==> src/rtl/backoff_pkg.sv <==
// Shared types for the collision backoff timer.
// Assumes nothing beyond IEEE 1800-2017 packages.
package backoff_pkg;

    // Countdown state: idle or waiting for slot ticks.
    typedef enum logic {
        BO_IDLE = 1'b0,
        BO_WAIT = 1'b1
    } bo_state_e;

    // Saturating increment of a collision count.
    function automatic int unsigned sat_inc(input int unsigned val, input int unsigned ceil);
        return (val >= ceil) ? ceil : val + 1;
    endfunction

    // Smaller of two integers.
    function automatic int unsigned umin(input int unsigned a, input int unsigned b);
        return (a < b) ? a : b;
    endfunction

endpackage

==> src/rtl/bo_lfsr.sv <==
// Free-running Fibonacci shift register used as the random source.
// It shifts left on every clock, and the new bit 0 is the XOR of the bits
// selected by TAPS. Only the low OUT_W bits are exported.
// Assumes: TAPS describes a maximal-length polynomial and SEED is nonzero.
module bo_lfsr #(
    parameter int          W     = 16,
    parameter logic [W-1:0] TAPS = 16'hB400,
    parameter logic [W-1:0] SEED = 16'hACE1,
    parameter int          OUT_W = 10
) (
    input  logic             clk,
    input  logic             rst_n,
    output logic [OUT_W-1:0] rnd_o
);

    logic [W-1:0] q;
    logic         fb;

    // Feedback bit from the tapped positions.
    always_comb begin
        fb = ^(q & TAPS);
    end

    // Advance one step per clock, reload the seed on reset.
    always_ff @(posedge clk) begin
        if (!rst_n) begin
            q <= SEED;
        end else begin
            q <= {q[W-2:0], fb};
        end
    end

    assign rnd_o = q[OUT_W-1:0];

endmodule

==> src/rtl/bo_coll_counter.sv <==
// Saturating collision counter with an excess flag.
// It also gives the next count combinationally, so the range selector can
// size the window in the same cycle as the collision.
// Assumes: clear has priority over a collision in the same cycle.
module bo_coll_counter
    import backoff_pkg::*;
#(
    parameter int CNT_MAX = 16,
    parameter int CNT_W   = 5
) (
    input  logic             clk,
    input  logic             rst_n,
    input  logic             coll_i,
    input  logic             clear_i,
    output logic [CNT_W-1:0] cnt_next_o,
    output logic [CNT_W-1:0] cnt_o,
    output logic             excess_o
);

    logic [CNT_W-1:0] cnt_q;
    logic             excess_q;

    // Next count: clear wins, otherwise a collision raises it up to the ceiling.
    always_comb begin
        if (clear_i) begin
            cnt_next_o = '0;
        end else if (coll_i) begin
            cnt_next_o = CNT_W'(sat_inc(int'(cnt_q), CNT_MAX));
        end else begin
            cnt_next_o = cnt_q;
        end
    end

    // Register the count and the saturation flag.
    always_ff @(posedge clk) begin
        if (!rst_n) begin
            cnt_q    <= '0;
            excess_q <= 1'b0;
        end else begin
            cnt_q    <= cnt_next_o;
            excess_q <= (cnt_next_o == CNT_W'(CNT_MAX));
        end
    end

    assign cnt_o    = cnt_q;
    assign excess_o = excess_q;

endmodule

==> src/rtl/bo_range_sel.sv <==
// Picks the backoff exponent from the collision number and the priority mode,
// then masks the random word down to that many low bits.
// Assumes: n is the count after the current collision (1 or more at a collision).
module bo_range_sel
    import backoff_pkg::*;
#(
    parameter int CNT_W     = 5,
    parameter int MAX_EXP   = 10,
    parameter int OFS_COLLS = 3,
    parameter int OFS_ADD   = 3,
    parameter int EXP_W     = 4
) (
    input  logic [CNT_W-1:0]   n_i,
    input  logic               offset_en_i,
    input  logic [MAX_EXP-1:0] rnd_i,
    output logic [MAX_EXP-1:0] delay_o
);

    logic [EXP_W-1:0]   exp_w;
    logic [MAX_EXP-1:0] mask;

    // Exponent: widened by OFS_ADD for early collisions in offset mode, capped.
    always_comb begin
        int unsigned n_u;
        int unsigned raw;
        n_u = int'(n_i);
        if (offset_en_i && (n_u <= OFS_COLLS)) begin
            raw = n_u + OFS_ADD;
        end else begin
            raw = n_u;
        end
        exp_w = EXP_W'(umin(raw, MAX_EXP));
    end

    // One mask bit per position: kept when below the exponent.
    for (genvar g = 0; g < MAX_EXP; g++) begin : g_mask
        assign mask[g] = (int'(exp_w) > g);
    end

    assign delay_o = rnd_i & mask;

endmodule

==> src/rtl/bo_countdown.sv <==
// Slot-time countdown. A load starts a wait of the given length. Each slot
// tick then takes one step, and the tick that finds zero ends the wait with
// a one-cycle retry pulse.
// Assumes: clear has priority over load, and load has priority over tick.
module bo_countdown
    import backoff_pkg::*;
#(
    parameter int DELAY_W = 10
) (
    input  logic               clk,
    input  logic               rst_n,
    input  logic               load_i,
    input  logic               clear_i,
    input  logic               tick_i,
    input  logic [DELAY_W-1:0] delay_i,
    output logic               busy_o,
    output logic               retry_o
);

    bo_state_e          state_q;
    logic [DELAY_W-1:0] remain_q;
    logic               retry_q;

    // Wait state machine with the remaining slot count.
    always_ff @(posedge clk) begin
        if (!rst_n) begin
            state_q  <= BO_IDLE;
            remain_q <= '0;
            retry_q  <= 1'b0;
        end else begin
            retry_q <= 1'b0;
            if (clear_i) begin
                state_q  <= BO_IDLE;
                remain_q <= '0;
            end else if (load_i) begin
                state_q  <= BO_WAIT;
                remain_q <= delay_i;
            end else if ((state_q == BO_WAIT) && tick_i) begin
                if (remain_q == '0) begin
                    state_q <= BO_IDLE;
                    retry_q <= 1'b1;
                end else begin
                    remain_q <= remain_q - 1'b1;
                end
            end
        end
    end

    assign busy_o  = (state_q == BO_WAIT);
    assign retry_o = retry_q;

endmodule

==> src/rtl/backoff_gen.sv <==
// Collision backoff timer top level.
// It connects the random source, the collision counter, the range selector
// and the countdown. A collision pulse draws a new wait; a success pulse
// clears the count and the wait.
// Assumes: all inputs are synchronous one-cycle pulses, except offset_en_i,
// which is a level sampled with each collision.
module backoff_gen #(
    parameter int          LFSR_W    = 16,
    parameter logic [15:0] LFSR_TAPS = 16'hB400,
    parameter logic [15:0] LFSR_SEED = 16'hACE1,
    parameter int          MAX_EXP   = 10,
    parameter int          CNT_MAX   = 16,
    parameter int          OFS_COLLS = 3,
    parameter int          OFS_ADD   = 3
) (
    input  logic       clk,
    input  logic       rst_n,
    input  logic       coll_i,
    input  logic       tx_ok_i,
    input  logic       offset_en_i,
    input  logic       slot_tick_i,
    output logic       retry_o,
    output logic       busy_o,
    output logic [4:0] coll_cnt_o,
    output logic       excess_o
);

    localparam int CNT_W = $clog2(CNT_MAX + 1);
    localparam int EXP_W = $clog2(MAX_EXP + 1);

    logic [MAX_EXP-1:0] rnd;
    logic [MAX_EXP-1:0] delay;
    logic [CNT_W-1:0]   cnt_next;
    logic [CNT_W-1:0]   cnt_q;
    logic               coll_take;

    // A collision is taken only when no success pulse arrives in the same cycle.
    always_comb begin
        coll_take = coll_i && !tx_ok_i;
    end

    bo_lfsr #(
        .W     (LFSR_W),
        .TAPS  (LFSR_TAPS[LFSR_W-1:0]),
        .SEED  (LFSR_SEED[LFSR_W-1:0]),
        .OUT_W (MAX_EXP)
    ) u_lfsr (
        .clk   (clk),
        .rst_n (rst_n),
        .rnd_o (rnd)
    );

    bo_coll_counter #(
        .CNT_MAX (CNT_MAX),
        .CNT_W   (CNT_W)
    ) u_cnt (
        .clk        (clk),
        .rst_n      (rst_n),
        .coll_i     (coll_i),
        .clear_i    (tx_ok_i),
        .cnt_next_o (cnt_next),
        .cnt_o      (cnt_q),
        .excess_o   (excess_o)
    );

    bo_range_sel #(
        .CNT_W     (CNT_W),
        .MAX_EXP   (MAX_EXP),
        .OFS_COLLS (OFS_COLLS),
        .OFS_ADD   (OFS_ADD),
        .EXP_W     (EXP_W)
    ) u_range (
        .n_i         (cnt_next),
        .offset_en_i (offset_en_i),
        .rnd_i       (rnd),
        .delay_o     (delay)
    );

    bo_countdown #(
        .DELAY_W (MAX_EXP)
    ) u_cd (
        .clk     (clk),
        .rst_n   (rst_n),
        .load_i  (coll_take),
        .clear_i (tx_ok_i),
        .tick_i  (slot_tick_i),
        .delay_i (delay),
        .busy_o  (busy_o),
        .retry_o (retry_o)
    );

    assign coll_cnt_o = 5'(cnt_q);

endmodule

==> config.mk <==
export PLATFORM = sky130hd
export DESIGN_NAME = backoff_gen
export DESIGN_NICKNAME = d
export VERILOG_FILES = /design/src/rtl/backoff_pkg.sv /design/src/rtl/bo_lfsr.sv /design/src/rtl/bo_coll_counter.sv /design/src/rtl/bo_range_sel.sv /design/src/rtl/bo_countdown.sv /design/src/rtl/backoff_gen.sv
export SDC_FILE = /design/constraint.sdc
export NUM_CORES = 1
export LEC_CHECK = 0
export BUFFER_PORTS_ARGS = -buffer_cell sky130_fd_sc_hd__clkbuf_2
export CORE_UTILIZATION = 45
export CTS_CLUSTER_DIAMETER = 200
export CTS_CLUSTER_SIZE = 25
export DETAILED_ROUTE_END_ITERATION = 6
export GPL_TIMING_DRIVEN = 0
export SLEW_MARGIN = 25
export SYNTH_ARGS = -nofsm -noshare
export SYNTH_HDL_FRONTEND = slang
export SYNTH_HIERARCHICAL = 1
export SYNTH_SLANG_ARGS = --single-unit
==> constraint.sdc <==
create_clock -name clk -period 4.4 [get_ports clk]
set_input_delay 0.88 -clock clk [delete_from_list [all_inputs] [get_ports clk]]
set_output_delay 0.88 -clock clk [all_outputs]
set_load 0.1 [all_outputs]
==> impl_metrics.tcl <==
set metrics [dict create \
    n_fill_cell 397 \
    postCtsSetupBuffers 0 \
    outcome "completed" \
    cp-end-kind "register" \
    ys_async_sr_fraction_pct 0 \
    hpwl_mm 2.862 \
    clkLatencyLatePin_ns 0.29 \
    synth_area_per_cell_um2 9.226 \
    fin_skew_ns 0.001884 \
    cp_num_buf_inv 1 \
    hold_viol 0 \
    slew-limit-headroom_pct 48.42 \
    synth_flop_cell "dfxtp_1" \
    synth_compound_area_share_pct 22.51 \
    multiInputGateArea_um2 1061 \
    layout.cells.non_filler 277 \
    min_period_ns 3.126 \
    synth.most_common_cell "dfxtp_1" \
    antenna_found_initial 0 \
    rows 23 \
    wire_per_inst_um 14.01 \
    drtPass1Iterations 4 \
    timing.final.crit_share_pct 71.04 \
    synthSimpleGateAreaFrac_pct 26.99 \
    drc_errors 0 \
    initial_core_util_pct 47.17 \
    synthTopCellsByArea "dfxtp_1 (36%), and2_1 (4.6%), buf_4 (4.3%)" \
    grt.total_usage_pct 20.06 \
    cp-start-kind "input pin" \
    grt_pass1_wl_mm 6.699 \
    drt_wl_total_mm 3.880 \
    synth.distinct_cells 56 \
    seq_area_frac_synth_pct 35.81 \
    dieArea_um2 4488 \
    finalNetCount 237 \
    cp_data_required_time_ns 4.53 \
    cp_top_family "compound AO/OA/AOI/OAI gates" \
    grt-ovfl-total 0 \
    p_per_area_nw_per_um2 337.5 \
    crit_type "input pin to register" \
    ys_warn_count 6 \
    setup_violations 0 \
    cts_tree "built" \
    io_pins 14 \
    drive_gt1_share_pct 24.23 \
    critPathSlowestCell "o311ai_0" \
    die-height_um 66.99 \
    clock-root-buffer "clkbuf_8" \
    critical_path_peak_fanout 10 \
    grt_pass1_vias 1468 \
    hold_class "register to register" \
    numCtsBuffers 5 \
    drtIter0Drc 165 \
    viasPerCell 5.538 \
    synth_top_family_by_area "simple AND/OR/NAND/NOR gates" \
    vias 1534 \
    synthCells 206 \
    max-cap-violations 0 \
    clock-sinks 34 \
    slew_violations 0 \
    utilization_pct 53.17 \
    ir_worst_vdd_uv 233.7 \
    crit_arrival_ns 3.26 \
    place_congestion 0.8879 \
    n_antenna_cell 0 \
    ff_latch_area_um2 680.7 \
    hold_ws_ns 0.4265 \
    path_cells "clkbuf_2 -> nand2_1 -> mux2_2 -> o31ai_1 -> nor4b_4 -> o311ai_0 -> a21boi_0 -> a21oi_1 -> a211oi_1" \
    grt_start_max_net_pins 15 \
    postRouteAntennaNets 0 \
    yosysTopAreaCell "dfxtp_1" \
    slowest_delay_ns 0.66 \
    cts-hold-fix-buffers 0 \
    port_buffers 13 \
    worstMarginPinSlew_ns 0.7637 \
    max_freq_mhz 319.9 \
    synth_edf_count 0 \
    regToRegSetupSlack_ns 1.41 \
    synthAdderAreaFrac_pct 3.292 \
    cts_buffer_depth 2 \
    dp_cells 269 \
    area_delta_synth_final_pct 12.71 \
    p_total_w 0.0007230 \
    syn_nets 217 \
    rsz0062_at_grt "no" \
    postCtsResizedCells 0 \
    leakagePower_nw 0.8399 \
    finalSetupTns_ns 0 \
    synth_commonest_cells "dfxtp_1 (34), and2_1 (14), inv_1 (13)" \
    clk_pin_slew_ns 0.07 \
    coreArea_um2 4029 \
    synth_top_area_share_pct 35.81 \
    synthXorXnorAreaFrac_pct 1.843 \
    syn_area_um2 1901 \
    synthMuxAreaShare_pct 1.185 \
    htreeDepth 2 \
    die_w_um 66.99 \
    synth_seq_cells 34 \
]
layout by cell type, fill, tap and decap left out, drive strengths merged, types with 5 or more instances in the layout:
| cell type | synthesis | routed |
|---|---|---|
| inv | 13 | 13 |
| nor3 | 5 | 5 |
| clkbuf | 3 | 21 |
| nand2 | 10 | 10 |
| nand2b | 11 | 11 |
| nand4 | 5 | 5 |
| a21oi | 13 | 13 |
| dfxtp | 34 | 34 |
| o21ai | 8 | 8 |
| a211oi | 5 | 5 |
| buf | 13 | 13 |
| and2 | 14 | 14 |
| nor2 | 9 | 9 |
| ha | 5 | 5 |
flip-flops by register name, summed over array words and instances (netlist names):
name,flops
u_lfsr/q,16
u_cd/remain_q,10
u_cnt/cnt_o,5
u_cd/busy_o,1
u_cd/retry_o,1
u_cnt/excess_o,1
worst register-to-register path, delay by kind of cell, from the launching register on:
family	cells	cell delay, ns
flops	1	0.43
compound gates	5	1.72
simple gates	2	0.21
fa+ha+maj	1	0.22
mux	1	0.26
path summary, 6_finish.rpt:
path                                   from                            end  cells after the start
hold reg to reg     u_lfsr/q[14]$_SDFF_PN0_        u_lfsr/q[15]$_SDFF_PN1_                      1
setup reg to reg  u_cnt/cnt_o[0]$_SDFF_PN0_  u_cd/remain_q[0]$_SDFFE_PP0P_                      9
setup / recovery                     coll_i  u_cd/remain_q[0]$_SDFFE_PP0P_                      9
hold / removal      u_lfsr/q[14]$_SDFF_PN0_        u_lfsr/q[15]$_SDFF_PN1_                      1
cells by family (layout without fill, tap and decap cells):
kind of cell	Yosys count	in the layout
adder cells (fa/ha/maj)	5	5
XOR/XNOR	4	4
buffers and inverters	29	50
AND/OR/NAND/NOR	76	76
multiplexers	2	2
flip-flops	34	34
AO/OA/AOI/OAI	56	56
power by group:
part | internal (W) | total [W] | switching [W]
clock | 0.000168 | 0.000288 | 0.000119
sequential | 0.000322 | 0.000331 | 0.00000911
combinational | 0.0000468 | 0.000105 | 0.0000579
metal layers:
layer | track usage (%) | share of wire [%] | wire [um] | up-vias
li1 | - | - | - | 777
met1 | 25.93 | 49 | 1883 | 714
met2 | 32.58 | 46 | 1788 | 39
met3 | 5.137 | 4.5 | 176 | 4
met4 | 5.585 | 0.80 | 31 | 0
met5 | 0 | 0 | 0 | -
cell type report:
| type | instances | share of cell area [%] |
|---|---|---|
| multi-input cells | 143 | 49.53 |
| flip-flops and latches | 34 | 31.78 |
| plain buffers | 16 | 5.140 |
| clock buffers | 5 | 3.213 |
| repair buffers | 13 | 3.037 |
| well taps | 50 | 2.921 |
| inverters | 13 | 2.278 |
| clock inverters | 3 | 2.103 |
per-stage QoR:
step / setup slack [ns] / area, um2
after floorplan: 1.220 / 1901
after global placement: 0.9943 / 2028
after detailed placement: 1.002 / 2028
after CTS: 1.270 / 2142
after global routing: 1.049 / 2142
final: 1.274 / 2142
(Power assumes the default switching activity.)
